==> config.mk <==
export PLATFORM = sky130hd
export DESIGN_NAME = ccr_lazy_eval
export DESIGN_NICKNAME = d
export VERILOG_FILES = /design/src/rtl/ccr_pkg.sv /design/src/rtl/ccr_sub_rule.sv /design/src/rtl/ccr_class_eval.sv /design/src/rtl/ccr_ext_wrap.sv /design/src/rtl/ccr_lazy_eval.sv
export SDC_FILE = /design/constraint.sdc
export NUM_CORES = 1
export LEC_CHECK = 0
export BUFFER_PORTS_ARGS = -buffer_cell sky130_fd_sc_hd__buf_2
export CORE_MARGIN = 2
export CORE_UTILIZATION = 45
export DETAILED_ROUTE_END_ITERATION = 8
export GPL_TIMING_DRIVEN = 0
export SETUP_SLACK_MARGIN = 0.2
export SYNTH_ARGS = -nofsm -noshare
export SYNTH_HDL_FRONTEND = slang
export SYNTH_SLANG_ARGS = --single-unit
export TNS_END_PERCENT = 5
==> constraint.sdc <==
create_clock -name clk -period 15.8 [get_ports clk]
set_input_delay 0.79 -clock clk [delete_from_list [all_inputs] [get_ports clk]]
set_output_delay 0.79 -clock clk [all_outputs]
set_load 0.02 [all_outputs]
==> src/rtl/ccr_pkg.sv <==
package ccr_pkg;
  typedef enum logic [3:0] {
    OP_PASS  = 4'd0,
    OP_LOGIC = 4'd1,
    OP_ADD   = 4'd2,
    OP_SUB   = 4'd3,
    OP_CMPB  = 4'd4,
    OP_CMPW  = 4'd5,
    OP_ADDX  = 4'd6,
    OP_SUBX  = 4'd7,
    OP_SHIFT = 4'd8,
    OP_XADD  = 4'd9,
    OP_XSUB  = 4'd10
  } ccr_op_e;

  localparam int F_C    = 0;
  localparam int F_V    = 1;
  localparam int F_Z    = 2;
  localparam int F_N    = 3;
  localparam int F_X    = 4;
  localparam int FLAG_W = 5;
endpackage

==> src/rtl/ccr_sub_rule.sv <==
// Subtract-style flag rule at a chosen width: the minuend is recovered as d + s.
module ccr_sub_rule #(
  parameter int W = 32
) (
  input  logic [W-1:0] d,
  input  logic [W-1:0] s,
  output logic         n,
  output logic         z,
  output logic         v,
  output logic         c
);
  logic [W-1:0] minu;

  always_comb begin
    minu = d + s;
    z    = (d == '0);
    n    = d[W-1];
    c    = (minu < s);
    v    = (minu[W-1] ^ d[W-1]) & (minu[W-1] ^ s[W-1]);
  end
endmodule

==> src/rtl/ccr_class_eval.sv <==
// Combinational flag evaluation for classes 1..8; 'known' low for anything else.
module ccr_class_eval
  import ccr_pkg::*;
#(
  parameter int DW = 32
) (
  input  ccr_op_e       op,
  input  logic [DW-1:0] d,
  input  logic [DW-1:0] s,
  output logic [3:0]    nzvc,
  output logic          known
);
  localparam int BW = DW / 4;
  localparam int HW = DW / 2;
  localparam int NUM_W = 3;

  logic [NUM_W-1:0] sn, sz, sv, sc;

  // Three widths of the same subtract rule: full, half-word and byte.
  generate
    for (genvar g = 0; g < NUM_W; g++) begin : g_sub
      localparam int RW = (g == 0) ? DW : ((g == 1) ? HW : BW);
      ccr_sub_rule #(.W(RW)) u_rule (
        .d (d[RW-1:0]),
        .s (s[RW-1:0]),
        .n (sn[g]),
        .z (sz[g]),
        .v (sv[g]),
        .c (sc[g])
      );
    end
  endgenerate

  logic          fz, fn;
  logic [DW-1:0] a_add, a_addx, m_subx;

  always_comb begin
    fz     = (d == '0);
    fn     = d[DW-1];
    a_add  = d - s;
    a_addx = d - s - 1'b1;
    m_subx = d + s + 1'b1;
    nzvc   = 4'b0000;
    known  = 1'b1;
    case (op)
      OP_LOGIC: nzvc = {fn, fz, 1'b0, 1'b0};
      OP_ADD:   nzvc = {fn, fz,
                        (s[DW-1] ^ d[DW-1]) & ~(a_add[DW-1] ^ s[DW-1]),
                        (d < s)};
      OP_SUB:   nzvc = {sn[0], sz[0], sv[0], sc[0]};
      OP_CMPW:  nzvc = {sn[1], sz[1], sv[1], sc[1]};
      OP_CMPB:  nzvc = {sn[2], sz[2], sv[2], sc[2]};
      OP_ADDX:  nzvc = {fn, fz,
                        (s[DW-1] ^ d[DW-1]) & ~(a_addx[DW-1] ^ s[DW-1]),
                        (d <= s)};
      OP_SUBX:  nzvc = {fn, fz,
                        (m_subx[DW-1] ^ d[DW-1]) & (m_subx[DW-1] ^ s[DW-1]),
                        (m_subx <= s)};
      OP_SHIFT: nzvc = {fn, fz, 1'b0, (s != '0)};
      default:  known = 1'b0;
    endcase
  end
endmodule

==> src/rtl/ccr_ext_wrap.sv <==
// Extended add/subtract: result, new extend flag and the class to evaluate.
module ccr_ext_wrap
  import ccr_pkg::*;
#(
  parameter int DW = 32
) (
  input  logic          is_sub,
  input  logic          x_in,
  input  logic [DW-1:0] op1,
  input  logic [DW-1:0] op2,
  output logic [DW-1:0] res,
  output logic          x_out,
  output ccr_op_e       cls
);
  always_comb begin
    if (is_sub) begin
      res   = op1 - op2 - {{(DW-1){1'b0}}, x_in};
      x_out = x_in ? (op1 <= op2) : (op1 < op2);
      cls   = x_in ? OP_SUBX : OP_SUB;
    end else begin
      res   = op1 + op2 + {{(DW-1){1'b0}}, x_in};
      x_out = x_in ? (res <= op2) : (res < op2);
      cls   = x_in ? OP_ADDX : OP_ADD;
    end
  end
endmodule

==> src/rtl/ccr_lazy_eval.sv <==
module ccr_lazy_eval
  import ccr_pkg::*;
#(
  parameter int DW = 32
) (
  input  logic              clk,
  input  logic              rst,
  input  logic              req_valid,
  input  logic [3:0]        req_op,
  input  logic [DW-1:0]     req_res,
  input  logic [DW-1:0]     req_src,
  output logic [FLAG_W-1:0] flags_q,
  output logic [DW-1:0]     res_q,
  output logic              done_q,
  output logic              err_q
);
  ccr_op_e       op_in;
  logic          is_ext;
  logic [DW-1:0] w_res;
  logic          w_x;
  ccr_op_e       w_cls;
  ccr_op_e       ev_op;
  logic [DW-1:0] ev_d;
  logic [3:0]    ev_nzvc;
  logic          ev_known;
  logic          known;
  logic [FLAG_W-1:0] flags_nxt;
  logic [DW-1:0]     res_nxt;

  assign op_in  = ccr_op_e'(req_op);
  assign is_ext = (op_in == OP_XADD) || (op_in == OP_XSUB);

  ccr_ext_wrap #(.DW(DW)) u_wrap (
    .is_sub (op_in == OP_XSUB),
    .x_in   (flags_q[F_X]),
    .op1    (req_res),
    .op2    (req_src),
    .res    (w_res),
    .x_out  (w_x),
    .cls    (w_cls)
  );

  assign ev_op = is_ext ? w_cls : op_in;
  assign ev_d  = is_ext ? w_res : req_res;

  ccr_class_eval #(.DW(DW)) u_eval (
    .op    (ev_op),
    .d     (ev_d),
    .s     (req_src),
    .nzvc  (ev_nzvc),
    .known (ev_known)
  );

  always_comb begin
    known     = ev_known || (op_in == OP_PASS);
    res_nxt   = ev_d;
    flags_nxt = {flags_q[F_X], ev_nzvc};
    if (op_in == OP_PASS) begin
      flags_nxt = req_res[FLAG_W-1:0];
    end else if (is_ext) begin
      flags_nxt[F_X] = w_x;
      flags_nxt[F_Z] = ev_nzvc[F_Z] & flags_q[F_Z];
    end
  end

  always_ff @(posedge clk) begin
    if (rst) begin
      flags_q <= '0;
      res_q   <= '0;
      done_q  <= 1'b0;
      err_q   <= 1'b0;
    end else begin
      done_q <= req_valid;
      err_q  <= req_valid && !known;
      if (req_valid && known) begin
        flags_q <= flags_nxt;
        res_q   <= res_nxt;
      end
    end
  end
endmodule

Yosys cells after proc, flatten, opt, wreduce, memory -nomap -nowiden
Cells that the tools add are included.
{ "classes": {"add_sub_neg": 10, "n_lt_le_gt_ge": 10, "eq_ne": 10, "n_mux": 17, "bitwise_logic": 20, "reduce_logical": 13} }
{ "ops": {"columns": ["op", "n"], "rows": [
  ["less-or-equal comparator 32 bit", 4],
  ["less-than comparator 32 bit", 4],
  ["adder 32 bit", 2],
  ["two-way mux 32 bit", 2],
  ["subtractor 32 bit", 2],
  ["adder 32 x 1 -> 32 bit", 1],
  ["adder 32 x 1 -> 32 bit, second input constant", 1],
  ["zero test 32 bit", 1],
  ["case mux 4 bit (8 select lines)", 1],
  ["nonzero test 32 bit", 1],
  ["subtractor 32 x 1 -> 32 bit", 1],
  ["subtractor 32 x 1 -> 32 bit, second input constant", 1],
  ["adder 16 bit", 1],
  ["== test 4 x 3 -> 1 bit, second input constant", 4],
  ["zero test 16 bit", 1],
  ["less-than comparator 16 bit", 1],
  ["== test 4 bit, second input constant", 3],
  ["XOR 1 bit", 11],
  ["two-way mux 1 bit", 9],
  ["adder 8 bit", 1],
  ["== test 4 x 2 -> 1 bit, second input constant", 2],
  ["zero test 8 bit", 1],
  ["less-than comparator 8 bit", 1],
  ["two-way mux 4 bit", 2],
  ["12 further kinds", 22]
]} }
{ "word_totals": {"ff_bits": 39, "out_inout_bits": 39, "elab_cells": 85} }

Longest topological paths before layout
Gate-level depths: netlist of the first run.
{ "logic_depth": {"ltp_word": 13, "ltp_mapped": 39, "depth_no_buf": 38} }

Hierarchy
A second synthesis of the first run with hierarchy kept.
{ "hier_totals": {"hier_cells": 2355, "hier_area_um2": 16978.8} }
{ "by_module_without_submodules": {"columns": ["mod", "instances", "cells_each", "area_each_um2"], "rows": [
  ["ccr_ext_wrap", 1, 837, 5821.8],
  ["ccr_class_eval", 1, 709, 4909.7],
  ["ccr_sub_rule (u_eval.g_sub[0].u_rule)", 1, 382, 2590.0],
  ["ccr_lazy_eval", 1, 219, 2085.8],
  ["ccr_sub_rule (u_eval.g_sub[1].u_rule)", 1, 151, 1122.3],
  ["ccr_sub_rule (u_eval.g_sub[2].u_rule)", 1, 57, 449.2]
]} }

Worst setup path before layout of the first run
Ideal clock, no wire load.
{ "synth_timing": {"path_kind": "input to register", "start": "input port req_src[0]", "end": "register flags_q[0]", "t_arrival_ns": 8.075, "required_ns": 15.709, "path_slack_ns": 7.634, "stages": 32, "path_cell_list": "inv_1 -> fa_1 -> ha_1 -> nand2b_1 -> a21o_1 -> a211o_1 -> a41o_1 -> xnor2_1 -> a221oi_1 -> ha_1 -> buf_2 -> or4_1 -> or4_1 -> a211oi_2 -> or3_1 -> xor2_1 -> or4b_1 -> or3_1 -> nor3b_1 -> xor2_1 -> ha_1 -> a21o_1 -> a21o_1 -> a21oi_1 -> nor2b_1 -> o21ai_0 -> nand2b_1 -> a211oi_1 -> o41ai_1 -> nor3_1 -> a21oi_1 -> a311oi_1"} }
{ "synth_between": {"elab_chain_len": 9, "word_cells_on_any_way": 19, "classes_between": "add/sub: 8; order compare: 6; mux: 4; reduce/logical: 1"} }
{ "synth_rtl": {"columns": ["item", "line", "source"], "rows": [
  ["from (decl)", "ccr_lazy_eval.sv:11", "input logic [DW-1:0] req_src,"],
  ["adder 32 bit / subtractor 32 bit (equally long branches)", "ccr_ext_wrap.sv:21, ccr_ext_wrap.sv:17", null],
  ["adder 32 x 1 -> 32 bit / subtractor 32 x 1 -> 32 bit (equally long branches)", "ccr_ext_wrap.sv:21, ccr_ext_wrap.sv:17", null],
  ["two-way mux 32 bit *", "ccr_ext_wrap.sv:16", "if (is_sub) begin"],
  ["two-way mux 32 bit *", "ccr_lazy_eval.sv:44", "assign ev_d = is_ext ? w_res : req_res;"],
  ["net ev_d[9]", "ccr_lazy_eval.sv:23", "logic [DW-1:0] ev_d;"],
  ["adder 32 bit", "ccr_sub_rule.sv:15, ccr_class_eval.sv:42", null],
  ["adder 32 x 1 -> 32 bit", "ccr_class_eval.sv:42", "m_subx = d + s + 1'b1;"],
  ["less-or-equal comparator 32 bit", "ccr_class_eval.sv:58", "(m_subx <= s)};"],
  ["case mux 4 bit (8 select lines) *", "ccr_class_eval.sv:45", "case (op)"],
  ["two-way mux 2 bit *", "ccr_lazy_eval.sv:58", "if (op_in == OP_PASS) begin"],
  ["to (signal assigned)", "ccr_lazy_eval.sv:76", "flags_q <= flags_nxt;"],
  ["to (decl)", "ccr_lazy_eval.sv:12", "output logic [FLAG_W-1:0] flags_q,"]
]} }
The timed path passes the listed nets; every way through them passes the cells marked *.
A chain may end at the register's enable or synchronous reset.

Worst setup path after layout of the first run
Same ends and word-level chain as after synthesis.

==> out/metrics.cfg, run 1 <==
[outcome]
status=finished with violations
violations=max-capacitance violations

[worst_setup_path]
arrival_ps=10100
criticalPathCategory=in -> reg
start_kind=input pin
regToRegSetupSlack_ps=6010
required_ps=16010
end_kind=flop
slowest_delay_ps=710
worstRegToRegCells=34
crit_slowest_cell=a221oi_1
worstPathMaxFanout=9

[timing]
period_share_pct=62.6
final_max_slew_viol_count=0
rsz0062_at_grt=no
min_period_ps=9890
clock_skew_ps=3.87
setup_tns_ps=0
setup_viol=0
final_hold_viol_count=0
timing.fmax_mhz=101
fin_ws_ps=5910
slew_headroom_pct=0.529
worst_slew_pin_slew_ps=1450

[floorplan]
die_y_microns=182
io_pins=110
die_x_microns=182
coreArea_sq_um=31500
fp-row-count=65
initial_utilization_pct=45.5
die_area_sq_um=33300

[layout]
syn2layout_area_growth_pct=8.52
final_cells=2552
stdcell_area_sq_um=15500
nNetsFinal=2506
layout_commonest_cell=ha_1
final_layout_size_suffix_gt1_share_pct=8.10
final_cell_mix=ha_1, inv_1, a21oi_1, nand2_1, nor2_1

[global_routing]
grt_pass1_vias=14874
grt_use_total_pct=32.9
grt_pass1_wl_microns=85400
gr-total-overflow=0
antenna_found_initial=3
grt_max_degree=14

[placement]
gp_congestion=0.994
dp_hpwl_microns=47300
io_buffers=109
dpl_worst_slack_ps=5760
dp_cells=2543
dpl-instance-area_sq_um=15400

[flow_run]
drv_cap=1

[clock_network]
postCtsResizedCells=0
cts_setup_buffers=0
cts_tree=done
clk_pin_slew_ps=60
holdBufCountCts=0
clk_path_buf_depth=2
cts_made_buffers=5
clk-insertion-delay-late_ps=300
cts_root_buffer=clkbuf_16
htreeDepth=2
cts.sinks=39

[routing]
via_per_inst=6.26
drc=0
firstDrtPassIters=6
routed_wl_microns=55800
drt-wirelength-per-cell_microns=21.9
vias=15968
ant_nets=0
dr.first_iter.drc_count=1524

[logic_synthesis]
ys_top_cells_by_area=ha_1, a21oi_1, dfxtp_1
syn_avg_cell_area_sq_um=7.04
seq_area_frac_synth_pct=5.45
dominantRegCellSynth=dfxtp_1
synth.top_cell.area_share_pct=24.6
ys_warn_count=0
yosys-mux-area-fraction_pct=1.21
synth_compound_area_share_pct=28.7
synth_edf_count=0
synth_seq_cells=39
yosys.area_share.adder_pct=25.4
synthDistinctLibCells=93
yosys.area_share.simple_pct=24.4
yosys.area.top_type=ha_1
netlist_instances=2032
netlist_area_sq_um=14300
synth_fp_nets=2390
async_reset_ff_share_pct=0
synth_top_family_by_area=compound AO/OA/AOI/OAI gates
synth_xor_area_share_pct=7.27

[worst_hold_path]
holdPathStages=2
min_path_type=reg -> reg

[power]
ir_worst_vdd_mv=0.0468
pwr_density_cell_nw_per_um2=71.0
p_leak_uw=0.00706

[worst paths after layout]
kind | end | start
setup / recovery | flags_q[0] | req_src[0]
hold / removal | res_q[29] | res_q[29]
setup reg to reg | flags_q[0] | flags_q[4]
hold reg to reg | res_q[29] | res_q[29]
[state kept, by name, summed over array words and instances (netlist names)]
| register | cells |
|---|---|
| flags_q | 5 |
| res_q | 32 |
| done_q | 1 |
| err_q | 1 |
[routing by layer]
metal	vias to the layer above	wire length (microns)	GRT usage, %
li1	7656	-	-
met1	7475	24700	44.6
met2	746	24800	54.7
met3	91	4660	4.45
met4	0	1590	8.94
met5	-	0	0
[Yosys cell counts, types with 18 or more instances]
master,instances
nand2_1,152
a21o_1,53
o21ai_0,95
nor3_1,50
xnor2_1,87
nand3_1,48
nor2_1,151
or3_1,22
nor2b_1,37
a21oi_1,189
dfxtp_1,39
o211ai_1,18
nor4_1,32
a211oi_1,23
inv_1,197
o21a_1,20
nand2b_1,50
a31oi_1,22
clkbuf_1,64
o21bai_1,23
xor2_1,30
nand4_1,47
ha_1,281
[critical path, delay by kind of cell]
kind            cells  cell delay [ps]
fa+ha+maj           4             1300
simple gates       13             3870
xor+xnor            3              540
compound gates     12             3120
buf+inv             3              470
[area by class of cell]
| cell class | count | area, sq um |
|---|---|---|
| inverter | 200 | 756 |
| multi-input combinational | 1711 | 12400 |
| buffer | 82 | 333 |
| tap | 402 | 503 |
| clock inverter | 3 | 43.8 |
| timing repair buffer | 109 | 546 |
| antenna | 1 | 2.50 |
| sequential | 39 | 781 |
| clock buffer | 5 | 125 |
| fill | 3305 | 15900 |
[per-stage QoR]
step / hold slack (ps) / util [%] / total power, uW
floorplan: 535 / - / 731
global placement: 449 / 48.8 / 948
detailed placement: 449 / 48.8 / 959
CTS: 458 / 49.4 / 1080
global route: 475 / 49.4 / 1200
finish: 458 / 49.4 / 1100
[logic make-up (layout without fill, tap and decap cells)]
group           after synthesis  in the layout
compound gates              611            611
flops                        39             39
buf+inv                     282            399
simple gates                678            678
other cells                   0              1
xor+xnor                    118            118
mux                          17             17
fa+ha+maj                   287            287
[power by group]
part | switching, uW | leakage, uW | internal (uW) | total (uW)
combinational | 544 | 0.00665 | 325 | 869
clock | 46.9 | 0.0000838 | 74.6 | 122
sequential | 6.41 | 0.000321 | 105 | 112
total | 597 | 0.00706 | 505 | 1100
(Power assumes the default switching activity.)
==> run 2: changes to the inputs <==
- clock period: 15.8 -> 10.2 ns (I/O delays scaled with it)
==> run 2 against run 1 <==
  * First-iteration DRC count is 7.0% lower
  * Clock skew hardly changed
  * The run now ends clean
  * Hold slack worse by 38 ps
  * Worst setup slack worse by 5200 ps
  * Critical path type is now reg -> reg
  * Combinational power is 55% higher
  * Sequential cell count stayed put
==> out/metrics.cfg, run 2 (synthesized netlist as in run 1, its figures left out) <==
[clock_network]
cts_root_buffer=clkbuf_16
cts_made_buffers=5
holdBufCountCts=0
cts_setup_buffers=0
clk_path_buf_depth=2
cts_tree=done
htreeDepth=2
clk-insertion-delay-late_ps=300
cts.sinks=39
clk_pin_slew_ps=60

[floorplan]
coreArea_sq_um=31500
die_x_microns=182
initial_utilization_pct=45.5
fp-row-count=65
die_area_sq_um=33300
die_y_microns=182
io_pins=110

[timing]
setup_tns_ps=0
clock_skew_ps=4.11
final_max_slew_viol_count=0
fin_ws_ps=697
min_period_ps=9500
final_hold_viol_count=0
timing.fmax_mhz=105
setup_viol=0
rsz0062_at_grt=no
period_share_pct=93.2
worst_slew_pin_slew_ps=1370
slew_headroom_pct=6.25

[worst_setup_path]
cp_common_cell=ha_1
required_ps=10410
end_kind=flop
crit_slowest_cell=or4b_1
start_kind=flop
criticalPathCategory=reg -> reg
arrival_ps=9710
cp-startpoint=flags_q[4]
worstPathMaxFanout=8
slowest_delay_ps=590
r2r_start=flags_q[4]

[routing]
vias=16062
via_per_inst=6.29
routed_wl_microns=55800
ant_nets=0
dr.first_iter.drc_count=1417
drt-wirelength-per-cell_microns=21.9
drc=0
firstDrtPassIters=6

[placement]
dpl_worst_slack_ps=439
io_buffers=109
dp_hpwl_microns=47300
gp_congestion=0.994

[global_routing]
grt_max_degree=14
grt_pass1_wl_microns=85400
antenna_found_initial=3
grt_use_total_pct=32.9
gr-total-overflow=0
grt_pass1_vias=14874

[layout]
syn2layout_area_growth_pct=8.62
nNetsFinal=2506
largest_register_ffs=32
n_fill_cell=3307
final_layout_size_suffix_gt1_share_pct=8.24
reg.largest.list=res_q (32), flags_q (5)
layout_commonest_cell=ha_1
final_cell_mix=ha_1, inv_1, a21oi_1, nand2_1, nor2_1
top_register=res_q

[power]
ir_worst_vdd_mv=0.0725
pwr_density_cell_nw_per_um2=110
p_leak_uw=0.00706

[worst_hold_path]
min_path_type=in -> reg
hp-start=rst

[outcome]
status=finished, final reports clean

[flow_run]
drv_cap=0

## run 2: cell counts in the layout (fill, tap and decap cells not counted)
Identical to the previous run, type by type.
## run 2: what timing repair did
| item | in CTS | in global routing |
|---|---|---|
| hold endpoints to repair | 0 | 0 |
| resized for setup | 0 | 6 |
| setup endpoints to repair | 0 | 1 |
## run 2: cell type report
type                            instances  area, sq um  share of cell area, %
Tap cell                              402          503                   3.23
Antenna cell                            1         2.50                 0.0161
Buffer                                 82          334                   2.15
Multi-Input combinational cell       1711        12500                   80.1
Clock buffer                            5          125                  0.805
Inverter                              200          756                   4.86
Sequential cell                        39          781                   5.02
Timing Repair Buffer                  109          546                   3.51
Clock inverter                          3         43.8                  0.282
## run 2: worst paths after layout
| check | endpoint | slack [ps] | cells after the start |
|---|---|---|---|
| setup / recovery | flags_q[0] | 700 | 34 |
| hold / removal | done_q | 420 | 2 |
| setup reg to reg | flags_q[0] | 700 | 34 |
| hold reg to reg | res_q[28] | 460 | 2 |
## run 2: metal layers
layer | vias to the layer above | wire [microns] | share of wire, % | GRT usage [%]
li1 | 7652 | - | - | -
met4 | 0 | 1600 | 2.9 | 8.94
met5 | - | 0 | 0 | 0
met2 | 746 | 24800 | 45 | 54.7
met3 | 91 | 4600 | 8.2 | 4.45
met1 | 7573 | 24800 | 44 | 44.6
## run 2: critical path, delay by kind of cell, from the launching register on
| family | cells | cell delay [ps] |
|---|---|---|
| fa+ha+maj | 4 | 1270 |
| flops | 1 | 580 |
| compound gates | 11 | 2740 |
| simple gates | 14 | 4050 |
| xor+xnor | 3 | 490 |
| buf+inv | 2 | 280 |
## run 2: power by group
| part | switching (uW) | total, uW | internal (uW) |
|---|---|---|---|
| logic | 845 | 1350 | 504 |
| registers | 9.88 | 173 | 163 |
| clock network | 71.9 | 187 | 116 |
## run 2: through the flow
stage          total power [uW]  cells  hold WS [ps]  cell area [sq um]  utilization (%)
2_1_floorplan              1130   2032           535              14300                -
3_3_place_gp               1470   2543           449              15400             48.8
3_5_place_dp               1490   2543           449              15400             48.8
4_1_cts                    1680   2551           422              15500             49.4
5_1_grt                    1860   2551           423              15500             49.4
6_report                   1710   2552           420              15500             49.4
==> run 3: changes to the inputs <==
- MAX_ROUTING_LAYER: unset -> met4
==> run 3 against run 2 <==
  * Cell count is essentially flat
  * Sequential share of layout area hardly changed
  * Clock-buffer cell count stayed put
  * Global-route usage rose by 1.6 points
  * Design area about the same
  * Clock power barely moved
  * Die area unchanged
  * Total power increased by 0.37%
  * First-iteration DRC count shrank 3.5%
  * Clock skew about the same
  * Sequential cell count unchanged
  * Critical path type unchanged
  * Critical endpoint unchanged
  * Combinational power about the same
==> out/metrics.cfg, run 3 (synthesized netlist as in run 1, its figures left out) <==
[clock_network]
htreeDepth=2
clk-insertion-delay-late_ps=300
holdBufCountCts=0
cts_tree=done
clk_path_buf_depth=2
cts_root_buffer=clkbuf_16
postCtsResizedCells=0
cts_made_buffers=5
cts_setup_buffers=0
clk_pin_slew_ps=70
cts.sinks=39

[outcome]
status=finished, final reports clean

[timing]
timing.fmax_mhz=104
min_period_ps=9580
setup_tns_ps=0
period_share_pct=93.9
final_max_slew_viol_count=0
final_hold_viol_count=0
slew_headroom_pct=4.13
setup_viol=0
worst_slew_pin_slew_ps=1400
rsz0062_at_grt=no
clock_skew_ps=3.85

[power]
ir_worst_vdd_mv=0.0643
pwr_density_cell_nw_per_um2=110
p_leak_uw=0.00706

[worst_hold_path]
min_path_type=in -> reg

[worst_setup_path]
criticalPathCategory=reg -> reg
slowest_delay_ps=610
start_kind=flop
arrival_ps=9790
crit_slowest_cell=dfxtp_1
required_ps=10410
end_kind=flop
worstPathMaxFanout=8

[layout]
top_register=res_q
final_core_util_pct=49.4
reg.largest.list=res_q (32), flags_q (5)
final_layout_size_suffix_gt1_share_pct=8.28
largest_register_ffs=32
layout_commonest_cell=ha_1
multi_input_area_sq_um=12500
nNetsFinal=2506
n_fill_cell=3350
regArea_sq_um=781
syn2layout_area_growth_pct=8.67
final_cell_mix=ha_1, inv_1, a21oi_1, nand2_1, nor2_1

[placement]
io_buffers=109
gp_congestion=0.999
dp_hpwl_microns=48300

[routing]
drc=0
vias=15812
via_per_inst=6.19
drt-wirelength-per-cell_microns=22.3
routed_wl_microns=57000
firstDrtPassIters=5
dr.first_iter.drc_count=1368
ant_nets=0

[floorplan]
fp-row-count=65
die_area_sq_um=33300
io_pins=110
initial_utilization_pct=45.5
coreArea_sq_um=31500
die_y_microns=182
die_x_microns=182

[flow_run]
drv_cap=0

[global_routing]
grt_use_total_pct=34.5
grt_pass1_wl_microns=87000
antenna_found_initial=2
grt_pass1_vias=14918
gr-total-overflow=0
grt_max_degree=14

-- run 3: per-layer routing --
metal	routed length (microns)	vias to the layer above	GRT usage, %
li1	-	7640	-
met1	25200	7429	44.4
met2	25800	657	56.9
met3	4290	86	4.89
met4	1660	0	8.55
met5	0	-	-
-- run 3: worst paths after layout --
path / cells past startpoint / end / from / slack, ps
setup / recovery: 34 / flags_q[0] / flags_q[4] / 620
hold / removal: 2 / done_q / rst / 440
setup reg to reg: 34 / flags_q[0] / flags_q[4] / 620
hold reg to reg: 2 / res_q[26] / res_q[26] / 470
-- run 3: critical path: cells and delay by family (launching register included) --
| kind | cells | cell delay, ps |
|---|---|---|
| adder cells (fa/ha/maj) | 4 | 1260 |
| XOR/XNOR | 3 | 530 |
| buffers and inverters | 2 | 280 |
| AND/OR/NAND/NOR | 13 | 3950 |
| AO/OA/AOI/OAI | 12 | 2860 |
| flip-flops | 1 | 610 |
-- run 3: cell type report --
type,count,area share [%]
Multi-Input combinational cell,1711,80.1
Inverter,200,4.86
Tap cell,402,3.23
Clock buffer,5,0.804
Antenna cell,2,0.0322
Buffer,82,2.15
Clock inverter,3,0.282
Sequential cell,39,5.02
Timing Repair Buffer,109,3.51
-- run 3: where the power goes --
| part | internal (uW) | switching (uW) |
|---|---|---|
| Clock | 116 | 72.6 |
| Sequential | 163 | 9.67 |
| Combinational | 505 | 850 |
| Total | 784 | 932 |
-- run 3: per-stage QoR --
| stage | cells | hold WS (ps) | area (sq um) | total power, uW | setup WS (ps) |
|---|---|---|---|---|---|
| finish | 2553 | 438 | 15600 | 1720 | 618 |
| global route | 2553 | 441 | 15600 | 1860 | 162 |
| CTS | 2551 | 430 | 15500 | 1690 | 622 |
| detailed placement | 2543 | 455 | 15400 | 1490 | 485 |
| global placement | 2543 | 448 | 15400 | 1480 | 546 |
| floorplan | 2032 | 535 | 14300 | 1130 | 2310 |
